**src/rtl/useq_pkg.sv**
```systemverilog
package useq_pkg;
  typedef struct packed {
    logic loadOp;
    logic loadStep;
    logic loadLong;
    logic saveRet;
    logic loadRet;
    logic incr;
  } seqStrobe_t;
endpackage

```
**src/rtl/useqCtrl.sv**
```systemverilog
module useqCtrl
  import useq_pkg::*;
(
  input  logic       clk,
  input  logic       rst,
  input  logic       startStb,
  input  logic       endOp,
  input  logic       shortJmp,
  input  logic       longJmp,
  input  logic       callOp,
  input  logic       retOp,
  input  logic       condEn,
  input  logic       condFlag,
  output seqStrobe_t strb,
  output logic       fetchReq
);
  logic waiting;
  logic waitNext;
  logic jmpOk;

  assign jmpOk    = !condEn || !condFlag;
  assign fetchReq = waiting;

  always_comb begin
    strb     = '0;
    waitNext = waiting;
    if (startStb) begin
      strb.loadOp = 1'b1;
      waitNext    = 1'b0;
    end else if (waiting) begin
      waitNext = 1'b1;
    end else if (shortJmp && jmpOk) begin
      strb.loadStep = 1'b1;
    end else if (callOp) begin
      strb.loadLong = 1'b1;
      strb.saveRet  = 1'b1;
    end else if (longJmp && jmpOk) begin
      strb.loadLong = 1'b1;
    end else if (retOp) begin
      strb.loadRet = 1'b1;
    end else if (endOp) begin
      waitNext = 1'b1;
    end else begin
      strb.incr = 1'b1;
    end
  end

  always_ff @(posedge clk) begin
    if (rst) waiting <= 1'b0;
    else     waiting <= waitNext;
  end

  AST_SEL_ONEHOT: assert property (@(posedge clk) disable iff (rst)
    $onehot0({strb.loadOp, strb.loadStep, strb.loadLong, strb.loadRet, strb.incr}));
  AST_WAIT_IGNORE: assert property (@(posedge clk) disable iff (rst)
    (waiting && !startStb) |-> (strb == '0));
  AST_END_WAIT: assert property (@(posedge clk) disable iff (rst)
    (endOp && !startStb && !waiting && !shortJmp && !longJmp && !callOp && !retOp)
      |=> fetchReq);
endmodule

```
**src/rtl/useqPath.sv**
```systemverilog
module useqPath
  import useq_pkg::*;
#(
  parameter int OP_W    = 8,
  parameter int STEP_W  = 4,
  parameter int TCODE_W = 4
) (
  input  logic                    clk,
  input  logic                    rst,
  input  seqStrobe_t              strb,
  input  logic [OP_W-1:0]         opcode,
  input  logic [STEP_W-1:0]       shortTgt,
  input  logic [TCODE_W-1:0]      longCode,
  output logic [OP_W+STEP_W:0]    uAddr
);
  localparam int ADDR_W = OP_W + 1 + STEP_W;
  localparam int TAB_N  = 1 << TCODE_W;
  localparam int FILL_W = OP_W - TCODE_W;

  logic [ADDR_W-1:0] xlTab [TAB_N];
  logic [ADDR_W-1:0] retReg;
  logic [ADDR_W-1:0] addrInc;

  for (genvar g = 0; g < TAB_N; g++) begin : g_xl
    assign xlTab[g] = {{FILL_W{1'b1}}, TCODE_W'(g), 1'b1, {STEP_W{1'b0}}};
  end

  assign addrInc = uAddr + ADDR_W'(1);

  always_ff @(posedge clk) begin
    if (rst) begin
      uAddr  <= '0;
      retReg <= '0;
    end else begin
      if (strb.loadOp)        uAddr <= {opcode, 1'b0, {STEP_W{1'b0}}};
      else if (strb.loadStep) uAddr <= {uAddr[ADDR_W-1:STEP_W], shortTgt};
      else if (strb.loadLong) uAddr <= xlTab[longCode];
      else if (strb.loadRet)  uAddr <= retReg;
      else if (strb.incr)     uAddr <= addrInc;
      if (strb.saveRet)       retReg <= addrInc;
    end
  end

  AST_CALL_SAVE: assert property (@(posedge clk) disable iff (rst)
    strb.saveRet |=> (retReg == $past(uAddr) + ADDR_W'(1)));
  AST_RET_LOAD: assert property (@(posedge clk) disable iff (rst)
    strb.loadRet |=> (uAddr == $past(retReg)));
endmodule

```
**src/rtl/useqAddrGen.sv**
```systemverilog
module useqAddrGen
  import useq_pkg::*;
#(
  parameter int OP_W    = 8,
  parameter int STEP_W  = 4,
  parameter int TCODE_W = 4
) (
  input  logic                 clk,
  input  logic                 rst,
  input  logic                 startStb,
  input  logic [OP_W-1:0]      opcode,
  input  logic                 endOp,
  input  logic                 shortJmp,
  input  logic [STEP_W-1:0]    shortTgt,
  input  logic                 longJmp,
  input  logic                 callOp,
  input  logic                 retOp,
  input  logic [TCODE_W-1:0]   longCode,
  input  logic                 condEn,
  input  logic                 condFlag,
  output logic [OP_W+STEP_W:0] uAddr,
  output logic                 fetchReq
);
  localparam int ADDR_W = OP_W + 1 + STEP_W;

  seqStrobe_t strb;

  useqCtrl i_ctrl (
    .clk(clk), .rst(rst), .startStb(startStb), .endOp(endOp),
    .shortJmp(shortJmp), .longJmp(longJmp), .callOp(callOp), .retOp(retOp),
    .condEn(condEn), .condFlag(condFlag), .strb(strb), .fetchReq(fetchReq)
  );

  useqPath #(.OP_W(OP_W), .STEP_W(STEP_W), .TCODE_W(TCODE_W)) i_path (
    .clk(clk), .rst(rst), .strb(strb), .opcode(opcode),
    .shortTgt(shortTgt), .longCode(longCode), .uAddr(uAddr)
  );

  AST_START_LOAD: assert property (@(posedge clk) disable iff (rst)
    startStb |=> (uAddr == {$past(opcode), 1'b0, {STEP_W{1'b0}}}) && !fetchReq);
  AST_SHORT_PAGE: assert property (@(posedge clk) disable iff (rst)
    (shortJmp && !startStb && !fetchReq && !(condEn && condFlag))
      |=> (uAddr[ADDR_W-1:STEP_W] == $past(uAddr[ADDR_W-1:STEP_W]))
          && (uAddr[STEP_W-1:0] == $past(shortTgt)));
  AST_WAIT_STABLE: assert property (@(posedge clk) disable iff (rst)
    (fetchReq && !startStb) |=> $stable(uAddr));
  AST_NOT_TAKEN: assert property (@(posedge clk) disable iff (rst)
    (condEn && condFlag && shortJmp && !longJmp && !callOp && !retOp && !startStb && !fetchReq)
      |=> (uAddr == $past(uAddr) + ADDR_W'(1)));
endmodule

```
**config.mk**
```make
export PLATFORM = sky130hd
export DESIGN_NAME = useqAddrGen
export DESIGN_NICKNAME = d
export VERILOG_FILES = /design/src/rtl/useq_pkg.sv /design/src/rtl/useqCtrl.sv /design/src/rtl/useqPath.sv /design/src/rtl/useqAddrGen.sv
export SDC_FILE = /design/constraint.sdc
export NUM_CORES = 1
export LEC_CHECK = 0
export BUFFER_PORTS_ARGS = -buffer_cell sky130_fd_sc_hd__buf_2
export CORE_ASPECT_RATIO = 1.4
export CORE_MARGIN = 10
export CORE_UTILIZATION = 45
export CTS_BUF_LIST = sky130_fd_sc_hd__clkbuf_8
export DETAILED_ROUTE_END_ITERATION = 16
export GPL_ROUTABILITY_DRIVEN = 0
export PLACE_DENSITY = 0.7
export SLEW_MARGIN = 20
export SYNTH_ARGS = -nofsm -noshare
export SYNTH_HDL_FRONTEND = slang
export SYNTH_SLANG_ARGS = --single-unit
```
**constraint.sdc**
```tcl
create_clock -name clk -period 2.8 [get_ports clk]
set_input_delay 0.7 -clock clk [delete_from_list [all_inputs] [get_ports clk]]
set_output_delay 0.7 -clock clk [all_outputs]
set_load 0.01 [all_outputs]
```
After elaboration in Yosys (flattened, before gate mapping)

Memory sizes are Yosys's and may differ from the RTL's.
Index checks and enable logic that the tools add are counted.

Equality and inequality tests: 1
Reduce and logical (&&, ||, !) cells: 12
Add/subtract/negate cells: 1
Mux-type cells: 26
$lt $le $gt $ge: 1
Bitwise operators: 2

Operators with widths:

| operator              | number |
|---|---|
| $mux 13               | 7 |
| $mux 1                | 14 |
| $add 13x1->13 const B | 1 |
| $mux 5                | 2 |
| $reduce_bool 4->1     | 2 |
| $ge 5x5->1 const B    | 1 |
| $not 4->5             | 1 |
| $mux 2                | 2 |
| $mux 4                | 1 |
| $reduce_and 2->1      | 2 |
| $reduce_or 2->1       | 2 |
| $reduce_bool 3->1     | 1 |
| $logic_and 1x1->1     | 2 |
| $logic_not 1->1       | 2 |
| $ne 2x1->1 const B    | 1 |
| $logic_or 1x1->1      | 1 |
| $not 1->1             | 1 |

ROM bits: 208
Flip-flop bits (word level): 27
Memories kept: 1

Memories:

| memory          | words | bits a word | read ports | clocked after memory_dff | write ports | RTL line       | text |
|---|---|---|---|---|---|---|---|
| (no name shown) | 16    | 13          | 1          | 0                        | 0           | useqPath.sv:37 | `else if (strb.loadLong) uAddr <= xlTab[longCode];` |

Depth between registers and ports, before layout

Gate-level depths: netlist of run 1.

Word-level depth: 13
Gate-level depth with buffers: 6
Depth with buffers taken out: 6

Hierarchy

A second synthesis of run 1 with hierarchy kept.

Cell total of the unflattened synthesis: 220
Area total of the unflattened synthesis: 1,739.2 um^2

By module, submodules not included:

| module   | times used | area each (um^2) | cells an instance |
|---|---|---|---|
| useqPath | 1          | 1,625.3          | 204 |
| useqCtrl | 1          | 113.9            | 16 |

Least setup slack after synthesis of run 1

Ideal clock, no wire load.

Kind: input to register
Start: input port callOp
End: register i_path.uAddr[7]
Buffers on the path: 1
Setup slack: 0.884 ns
Library setup time: 0.136 ns
Arrival time: 1.780 ns
Cell stages on the path: 6
Required time: 2.664 ns
Cells stage by stage: buf_2 -> nor4b_4 -> nand2_1 -> o221a_2 -> o21ai_0 -> a211oi_1

Longest elaborated chain between the ends: 8
Elaborated cells between the ends (all ways): 11

RTL lines:

| what                 | RTL line          | text |
|---|---|---|
| start, declared      | useqAddrGen.sv:16 | `input logic callOp,` |
| $mux 2               | useqCtrl.sv:34    | `end else if (callOp) begin` |
| $mux 4 *             | useqCtrl.sv:32    | `end else if (shortJmp && jmpOk) begin` |
| $mux 5 *             | useqCtrl.sv:30    | `end else if (waiting) begin` |
| $mux 5 *             | useqCtrl.sv:27    | `if (startStb) begin` |
| $mux 13              | useqPath.sv:38    | `else if (strb.loadRet) uAddr <= retReg;` |
| $mux 13              | useqPath.sv:37    |  |
| $mux 13              | useqPath.sv:36    | `else if (strb.loadStep) uAddr <= {uAddr[ADDR_W-1:STEP_W], shortTgt};` |
| $mux 13              | useqPath.sv:35    | `if (strb.loadOp) uAddr <= {opcode, 1'b0, {STEP_W{1'b0}}};` |
| end signal, assigned | useqPath.sv:35    |  |
| end signal, assigned | useqPath.sv:36    |  |
| end signal, assigned | useqPath.sv:37    |  |
| end, declared        | useqPath.sv:14    | `output logic [OP_W+STEP_W:0] uAddr` |

Every way passes the cells marked *; elsewhere a longest branch is shown, timed or not. The select of a mux whose other input is x is not followed.
A chain may end at the register's enable or synchronous reset.

Final worst setup path of run 1

Start: input port longJmp
End: register i_path.uAddr[10]

Longest elaborated chain between the ends: 10
Elaborated cells between the ends (all ways): 14

RTL lines:

| what                | RTL line          | text |
|---|---|---|
| start, declared     | useqAddrGen.sv:15 | `input logic longJmp,` |
| $logic_and 1x1->1 * | useqCtrl.sv:37    | `end else if (longJmp && jmpOk) begin` |
| $mux 2              | useqCtrl.sv:37    |  |
| $mux 2              | useqCtrl.sv:34    |  |
| $mux 4 *            | useqCtrl.sv:32    |  |
| $mux 5 *            | useqCtrl.sv:30    |  |
| $mux 5 *            | useqCtrl.sv:27    |  |
| $mux 13             | useqPath.sv:38    |  |
| $mux 13             | useqPath.sv:37    |  |
| $mux 13             | useqPath.sv:36    |  |
| $mux 13             | useqPath.sv:35    |  |

Marks and branches as above.

==> results of run 1 <==
-- power by group --
| group | total (uW) | leakage, uW | internal (uW) | switching [uW] |
|---|---|---|---|---|
| Clock | 228 | 0.0000269 | 98.8 | 129 |
| Combinational | 184 | 0.000461 | 76.3 | 107 |
| Sequential | 440 | 0.000222 | 409 | 30.7 |
-- Yosys cell counts, types with 2 or more instances --
| cell type | n |
|---|---|
| a211oi_1 | 15 |
| a211oi_2 | 2 |
| a21o_1 | 5 |
| a21oi_1 | 6 |
| a32o_1 | 3 |
| and3_1 | 2 |
| buf_2 | 4 |
| clkbuf_1 | 3 |
| dfxtp_1 | 27 |
| inv_1 | 2 |
| nand2_1 | 20 |
| nand3_1 | 9 |
| nand4_1 | 2 |
| nor2_1 | 17 |
| nor3_1 | 16 |
| o211ai_1 | 3 |
| o21ai_0 | 15 |
| o221a_2 | 2 |
| o221ai_1 | 4 |
| xnor2_1 | 5 |
| xor2_1 | 6 |
-- cell type report --
type	count	area share (%)
Clock buffer	3	2.274
Timing Repair Buffer	40	11.16
Inverter	3	0.6203
Tap cell	40	2.757
Multi-Input combinational cell	150	53.20
Clock inverter	1	0.2068
Sequential cell	27	29.77
-- final timing paths --
kind                      end  depth (start not counted)
max          i_path.uAddr[10]                          6
min          i_path.retReg[1]                          2
max reg2reg  i_path.uAddr[12]                          6
min reg2reg  i_path.retReg[1]                          2
-- logic make-up after synthesis --
group,synth area share [%]
AO/OA/AOI/OAI,29.55
XOR/XNOR,6.200
flip-flops,34.78
AND/OR/NAND/NOR,25.60
adder cells (fa/ha/maj),0.8050
buffers and inverters,3.059
-- metrics by stage --
step | cells | power (uW)
6_report | 264 | 851.1
5_1_grt | 264 | 896.1
4_1_cts | 264 | 855.0
3_5_place_dp | 260 | 630.7
3_3_place_gp | 260 | 629.6
2_1_floorplan | 188 | 561.8
-- worst register-to-register path, stage by stage (launching register included) --
cell and delay (ns):
dfxtp_1 0.45, ha_1 0.25, and4_1 0.32, nand4_1 0.14, xnor2_1 0.23, o221ai_1 0.15
a211oi_1 0.23
-- per-layer routing --
layer / wire, um / share of wire [%] / track usage [%] / vias up
li1: - / - / - / 774
met1: 1848 / 41 / 15.77 / 748
met2: 2327 / 52 / 26.25 / 51
met3: 262 / 5.8 / 3.444 / 5
met4: 61 / 1.4 / 7.194 / 0
met5: 0 / 0 / 0 / -
-- registers in the layout, summed over array words and instances (netlist names) --
signal and flops:
i_ctrl.fetchReq 1, i_path.retReg 13, i_path.uAddr 13
==> impl_metrics.json, run 1 <==
{
  "outcome": "completed",
  "design_area_um2": 1815,
  "syn_area_per_cell_um2": 8.266,
  "crit_path_cell_trace": "buf_2 -> a21boi_2 -> nor3_4 -> a21o_1 -> o21ai_0 -> a211oi_1",
  "fmax_ghz": 0.5323,
  "cts_root_buf": "clkbuf_8",
  "startpoint_type": "primary input",
  "worst_hold_startpoint": "i_path.retReg[1]",
  "startpoint": "longJmp",
  "cts_max_level": 1,
  "cellPowerDensity_nw_per_um2": 468.8,
  "overflow": 0,
  "tightest_slew_ns": 0.6703,
  "grt_max_degree": 23,
  "grt_pass1_vias": 1685,
  "crit_family": "compound AO/OA/AOI/OAI gates",
  "critPathBufInv": 1,
  "layout_common_cells": "39 x buf_2, 27 x dfxtp_1, 20 x nand2_1",
  "post_cts_resized": 0,
  "cts_tree": "built",
  "antenna_found_initial": 0,
  "cp.arrival_ns": 2.07,
  "placed_area_um2": 1770,
  "die_y_um": 89.53,
  "synth-seq-area-share_pct": 34.78,
  "synth-seq-cells": 27,
  "synthTopCellsByArea": "dfxtp_1 35%, a211oi_1 7.2%, nor3_1 5.2%, nand2_1 4.8%, o21ai_0 4.8%",
  "synth_edf_count": 0,
  "ff_latch_area_um2": 540.5,
  "cts.path.max_buffers": 2,
  "die-area_um2": 6237,
  "critical-path-slowest-cell": "a21o_1",
  "syn_area_um2": 1554,
  "synth_nets": 215,
  "via_per_inst": 5.977,
  "wl_mm": 4.499,
  "post-cts-setup-buffers": 0,
  "timing.final.crit_share_pct": 67.09,
  "async_flop_share_pct": 0,
  "final_layout_size_suffix_gt1_share_pct": 25.45,
  "end_kind": "flop",
  "fin_skew_ns": 0.003629,
  "areaGrowthSynthToFinish_pct": 16.83,
  "setup_tns_ns": 0,
  "ys.flop_type": "dfxtp_1",
  "synth.distinct_cells": 41,
  "clk_pin_slew_ns": 0.10,
  "portBuffers": 39,
  "final_nets": 252,
  "layout_commonest_cell": "buf_2",
  "hold_path.class": "reg2reg",
  "fp.dieW_um": 69.67,
  "ant_nets": 0,
  "required_ns": 2.99,
  "numCtsBuffers": 3,
  "max_stage_delay_ns": 0.39,
  "r2r_slack_ns": 0.95,
  "antenna_cells": 0,
  "clkLatencyLatePin_ns": 0.28,
  "multiInputGateArea_um2": 965.9,
  "firstDrtPassIters": 4,
  "leakage_uw": 0.0007099,
  "setup-violations-final": 0,
  "drt-initial-drc-count": 90,
  "core_um2": 3347,
  "ioPinCount": 40,
  "slew_headroom_pct": 55.31,
  "synth_top_area_share_pct": 34.78,
  "grt_pass1_wl_mm": 7.645,
  "peakVddDrop_v": 0.0002801,
  "fin_crit_ns": 1.879,
  "r2r-start": "i_path.uAddr[0]",
  "cts_sinks": 27,
  "wire_per_inst_um": 17.04,
  "crit_fanout": 12,
  "fill_cells": 342,
  "hpwl_mm": 3.423,
  "post-place-ws_ns": 0.6432,
  "yosys_warnings": 0,
  "setup_slack_ns": 0.9214,
  "cts_hold_buf": 0,
  "drc_errors": 0,
  "rsz0062_at_grt": "no",
  "finish.utilization_pct": 54.24,
  "vias": 1578,
  "drv_cap": 0,
  "path_class": "in2reg",
  "synth_cells": 188,
  "yosysTopAreaCell": "dfxtp_1",
  "start_util_pct": 46.43,
  "track_usage_pct": 14.58,
  "num_rows": 25,
  "final_hold_viol_count": 0,
  "slew_violations": 0,
  "hold_slack_ns": 0.4643
}
Note: power is estimated with default switching activity, not from simulation.
==> inputs of run 2 (changes only) <==
Settings changed: ABC_AREA from default to 1, PLACE_DENSITY 0.7 to 0.71.
Clock period 2.8 ns to 1.6 ns, I/O delays scaled along.
==> run 2 against run 1 <==
  * Clock-buffer cell count stayed put
  * Clock power is 71% higher
  * Critical path type is now reg2reg
  * Register-to-register slack worse by 0.79 ns
==> impl_metrics.json, run 2 <==
{
  "outcome": "completed",
  "antenna_cells": 0,
  "cts.path.max_buffers": 2,
  "synth-seq-cells": 27,
  "wire_per_inst_um": 13.07,
  "layout_common_cells": "86 x nand2_1, 43 x inv_1, 43 x nor2_1",
  "leakage_uw": 0.001223,
  "synth_nets": 335,
  "portBuffers": 39,
  "pwr-share-clk_pct": 25.1,
  "via_per_inst": 4.980,
  "setup-violations-final": 0,
  "final_nets": 392,
  "required_ns": 1.81,
  "fin_crit_ns": 1.436,
  "syn_area_um2": 1817,
  "synth_cells": 308,
  "ant_nets": 0,
  "async_flop_share_pct": 0,
  "drt-initial-drc-count": 181,
  "seq_power_share_pct": 49.1,
  "clk_pin_slew_ns": 0.09,
  "setup_slack_ns": 0.1642,
  "fmax_ghz": 0.6965,
  "wl_mm": 5.321,
  "fill_cells": 414,
  "ioPinCount": 40,
  "synthTopCellsByCount": "86 x nand2_1, 43 x nor2_1, 42 x inv_1, 31 x o21ai_0, 27 x dfxtp_1",
  "slew_violations": 0,
  "final_hold_viol_count": 0,
  "switching_share_pct": 32.07,
  "grt_max_degree": 17,
  "drv_cap": 0,
  "path_class": "reg2reg",
  "vias": 2027,
  "overflow": 0,
  "yosys_warnings": 0,
  "startpoint_type": "flop",
  "clkLatencyLatePin_ns": 0.27,
  "end_kind": "flop",
  "finalPower_uw": 1548,
  "timing.final.crit_share_pct": 89.74,
  "startpoint": "i_path.uAddr[1]",
  "num_rows": 27,
  "tightest_slew_ns": 0.3257,
  "ys.flop_type": "dfxtp_1",
  "worst_hold_startpoint": "endOp",
  "crit_fanout": 5,
  "areaGrowthSynthToFinish_pct": 21.83,
  "cts_sinks": 27,
  "internal_power_uw": 1051,
  "cts_hold_buf": 0,
  "place_inst": 403,
  "die-area_um2": 7015,
  "hpwl_mm": 4.202,
  "peakVddDrop_v": 0.0005094,
  "drc_errors": 0,
  "cp.arrival_ns": 1.65,
  "r2r-start": "i_path.uAddr[1]",
  "synth_edf_count": 0,
  "power_switching_uw": 496.3,
  "start_util_pct": 46.36,
  "post-cts-setup-buffers": 0,
  "final_layout_size_suffix_gt1_share_pct": 21.98,
  "yosysTopAreaCell": "dfxtp_1",
  "rsz0062_at_grt": "no",
  "post-place-ws_ns": -0.01942,
  "grt_pass1_vias": 1957,
  "cts_tree": "built",
  "synth.distinct_cells": 25,
  "antenna_found_initial": 0,
  "numCtsBuffers": 3,
  "die_y_um": 95.18,
  "track_usage_pct": 15.31,
  "hold_path.class": "in2reg",
  "layoutNonFillerInstCount": 407,
  "fin_skew_ns": 0.002177,
  "synth-seq-area-share_pct": 29.75,
  "fp.dieW_um": 73.70,
  "post_cts_resized": 0,
  "cts_max_level": 1,
  "cellPowerDensity_nw_per_um2": 699.2,
  "slew_headroom_pct": 78.21,
  "firstDrtPassIters": 4,
  "core_um2": 3919,
  "layout_commonest_cell": "nand2_1",
  "synthTopCellsByArea": "dfxtp_1 30%, nand2_1 18%, nor2_1 8.9%, inv_1 8.7%, o21ai_0 8.5%",
  "synth_top_area_share_pct": 29.75,
  "grt_pass1_wl_mm": 8.797,
  "yosysMostFrequentCell": "nand2_1",
  "cts_root_buf": "clkbuf_8",
  "syn_area_per_cell_um2": 5.899,
  "finish.utilization_pct": 56.48,
  "combPwrFrac_pct": 25.8
}
[run 2: cell count changes after synthesis, sizes merged, moves of 17 or more]
cell,before,now
inv,3,46
nand2,20,92
a211oi,17,0
o21ai,15,34
nor3,17,0
nor2,18,49
[run 2: worst paths after layout]
check	endpoint	slack (ns)	cells past startpoint
worst min register to register	i_path.retReg[1]	0.46	2
worst max-delay path	i_path.uAddr[12]	0.16	9
worst min-delay path	i_ctrl.fetchReq	0.40	3
worst max register to register	i_path.uAddr[12]	0.16	9
[run 2: logic make-up (layout without fill, tap and decap cells)]
logic type / after synthesis / count (layout) / share of synthesized area [%]
adders and majority gates: 1 / 1 / 0.6886
DFF: 27 / 27 / 29.75
AOI/OAI and AO/OA: 55 / 55 / 15.29
buffers and inverters: 53 / 109 / 12.12
and+or+nand+nor: 169 / 169 / 40.70
xor gates and xnor gates: 3 / 3 / 1.447
[run 2: critical path: stages (launching register included)]
cell     delay (ns)
dfxtp_1        0.37
ha_1           0.19
inv_1          0.05
nor2_2         0.23
nand4_1        0.12
nand2_1        0.12
nand2_1        0.06
nand2_1        0.07
nand2_1        0.05
a21oi_1        0.11
[run 2: layout make-up]
cell class                      instances  area (um^2)  area share, %
Multi-Input combinational cell        228         1056          47.71
Sequential cell                        27        540.5          24.42
Clock buffer                            3        41.29          1.865
Timing Repair Buffer                   59        345.3          15.60
Tap cell                               43        53.80          2.431
Inverter                               46        172.7          7.801
Clock inverter                          1        3.754         0.1696
[run 2: metal layers]
layer / part of all wire [%] / vias to the layer above / GRT usage (%)
met3: 5.7 / 7 / 2.807
li1: - / 1080 / -
met1: 42 / 882 / 17.03
met2: 51 / 58 / 27.85
met4: 1.6 / 0 / 5.452
met5: 0 / - / 0
[run 2: power groups by stage]
stage                     logic [uW]  registers [uW]  clock network, uW
after floorplan                  228             779                  0
after global placement           394             774                  0
after detailed placement         399             775                  0
after CTS                        401             759                406
after global routing             455             766                416
final                            399             760                389
[run 2: per-stage QoR]
stage	hold WS (ns)	area (um^2)	setup TNS, ns
after floorplan	0.4297	1817	0
after global placement	0.4416	2168	0
after detailed placement	0.4539	2168	-0.07276
after CTS	0.4025	2213	0
after global routing	0.4142	2213	0
final	0.4008	2213	0
==> inputs of run 3 (changes only) <==
Settings changed: CORE_ASPECT_RATIO 1.4 to default, HOLD_SLACK_MARGIN from default to 0.06, MAX_ROUTING_LAYER from default to met4.
==> run 3 against run 2 <==
  * Sequential power barely moved
  * Clock-buffer cell count unchanged
  * Critical path depth is 1 lower
  * Via count grew 1.7%
  * Setup slack improved by 0.0065 ns
  * Sequential share of layout area fell by 0.34 points
  * Combinational power is 1% higher
  * Largest cell class unchanged
==> impl_metrics.json, run 3 (synthesis results as in run 2) <==
{
  "outcome": "completed",
  "wire_per_inst_um": 12.86,
  "final_nets": 392,
  "die-area_um2": 6979,
  "clk_pin_slew_ns": 0.10,
  "num_rows": 23,
  "crit_fanout": 10,
  "drc_errors": 0,
  "wl_mm": 5.326,
  "final_layout_size_suffix_gt1_share_pct": 23.35,
  "grt_pass1_vias": 2053,
  "cts_tree": "built",
  "cts_sinks": 27,
  "grt_pass1_wl_mm": 9.273,
  "setup-violations-final": 0,
  "crit_family": "simple AND/OR/NAND/NOR gates",
  "cts_max_level": 1,
  "cts.path.max_buffers": 2,
  "layout_commonest_cell": "nand2_1",
  "via_per_inst": 4.981,
  "timing.final.crit_share_pct": 89.33,
  "final_hold_viol_count": 0,
  "finish.utilization_pct": 57.06,
  "slew_headroom_pct": 67.57,
  "vias": 2062,
  "ant_nets": 0,
  "track_usage_pct": 15.84,
  "critPathBufInv": 1,
  "drt-initial-drc-count": 129,
  "fin_crit_ns": 1.429,
  "start_util_pct": 46.08,
  "end_kind": "flop",
  "antenna_found_initial": 0,
  "ioPinCount": 40,
  "required_ns": 1.82,
  "layout_common_cells": "85 x nand2_1, 42 x inv_1, 41 x nor2_1",
  "finalPower_uw": 1571,
  "hpwl_mm": 4.105,
  "hold_slack_ns": 0.3861,
  "antenna_cells": 0,
  "cts_root_buf": "clkbuf_8",
  "peakVddDrop_v": 0.0003308,
  "hold_path.class": "in2reg",
  "grt_max_degree": 17,
  "cp.arrival_ns": 1.65,
  "firstDrtPassIters": 4,
  "post_cts_resized": 0,
  "path_class": "reg2reg",
  "drv_cap": 0,
  "post-cts-setup-buffers": 0,
  "setup_tns_ns": 0,
  "fmax_ghz": 0.6996,
  "tightest_slew_ns": 0.4859,
  "overflow": 0,
  "cpMostUsedCell": "nor2_1",
  "numCtsBuffers": 3,
  "die_y_um": 83.54,
  "critical-path-slowest-cell": "dfxtp_1",
  "clkLatencyLatePin_ns": 0.28,
  "startpoint_type": "flop",
  "core_um2": 3943,
  "fin_skew_ns": 0.002265,
  "portBuffers": 39,
  "fp.dieW_um": 83.54,
  "crit_path_cell_trace": "nor2_4 -> nand3_1 -> nor2_2 -> buf_4 -> nand2_1 -> a21oi_1 -> nor2_1 -> nor2_1",
  "cellPowerDensity_nw_per_um2": 698.3,
  "leakage_uw": 0.001226,
  "slew_violations": 0,
  "areaGrowthSynthToFinish_pct": 23.83,
  "max_stage_delay_ns": 0.36,
  "cts_hold_buf": 0
}
## run 3: worst reg2reg max path, delay by kind of cell, from the launching register on
family | cells | cell delay, ns
buffers and inverters | 1 | 0.20
AND/OR/NAND/NOR | 6 | 0.65
AO/OA/AOI/OAI | 1 | 0.16
flip-flops | 1 | 0.36
## run 3: final timing paths
kind / depth (start not counted) / slack [ns] / from / end
min reg2reg: 2 / 0.46 / i_path.retReg[1] / i_path.retReg[1]
max: 8 / 0.17 / i_ctrl.fetchReq / i_path.uAddr[3]
min: 3 / 0.39 / endOp / i_ctrl.fetchReq
max reg2reg: 8 / 0.17 / i_ctrl.fetchReq / i_path.uAddr[3]
## run 3: per-stage QoR
step / setup WS [ns] / area, um^2 / cells
after floorplan: 0.1687 / 1817 / 308
after global placement: 0.04856 / 2190 / 410
after detailed placement: -0.007076 / 2190 / 410
after CTS: 0.1652 / 2236 / 414
after global routing: -0.0009140 / 2250 / 414
final: 0.1707 / 2250 / 414
## run 3: final cells by class
cell class / count / area (um^2)
Clock buffer: 3 / 41.29
Clock inverter: 1 / 5.005
Fill cell: 394 / 1693
Inverter: 46 / 172.7
Multi-Input combinational cell: 228 / 1069
Sequential cell: 27 / 541.8
Tap cell: 50 / 62.56
Timing Repair Buffer: 59 / 357.8
## run 3: routing by layer
| layer | wire, um | up-vias | global-route usage (%) |
|---|---|---|---|
| met1 | 2419 | 923 | 17.78 |
| met5 | 0 | - | - |
| met2 | 2574 | 51 | 27.88 |
| met3 | 265 | 7 | 2.930 |
| met4 | 67 | 0 | 4.566 |
| li1 | - | 1081 | - |
## run 3: power by group
part	leakage [uW]	switching [uW]	internal, uW	total (uW)
clock	0.0000255	232	175	407
sequential	0.000222	42.0	718	760
combinational	0.000979	238	166	404
total	0.00123	512	1060	1570
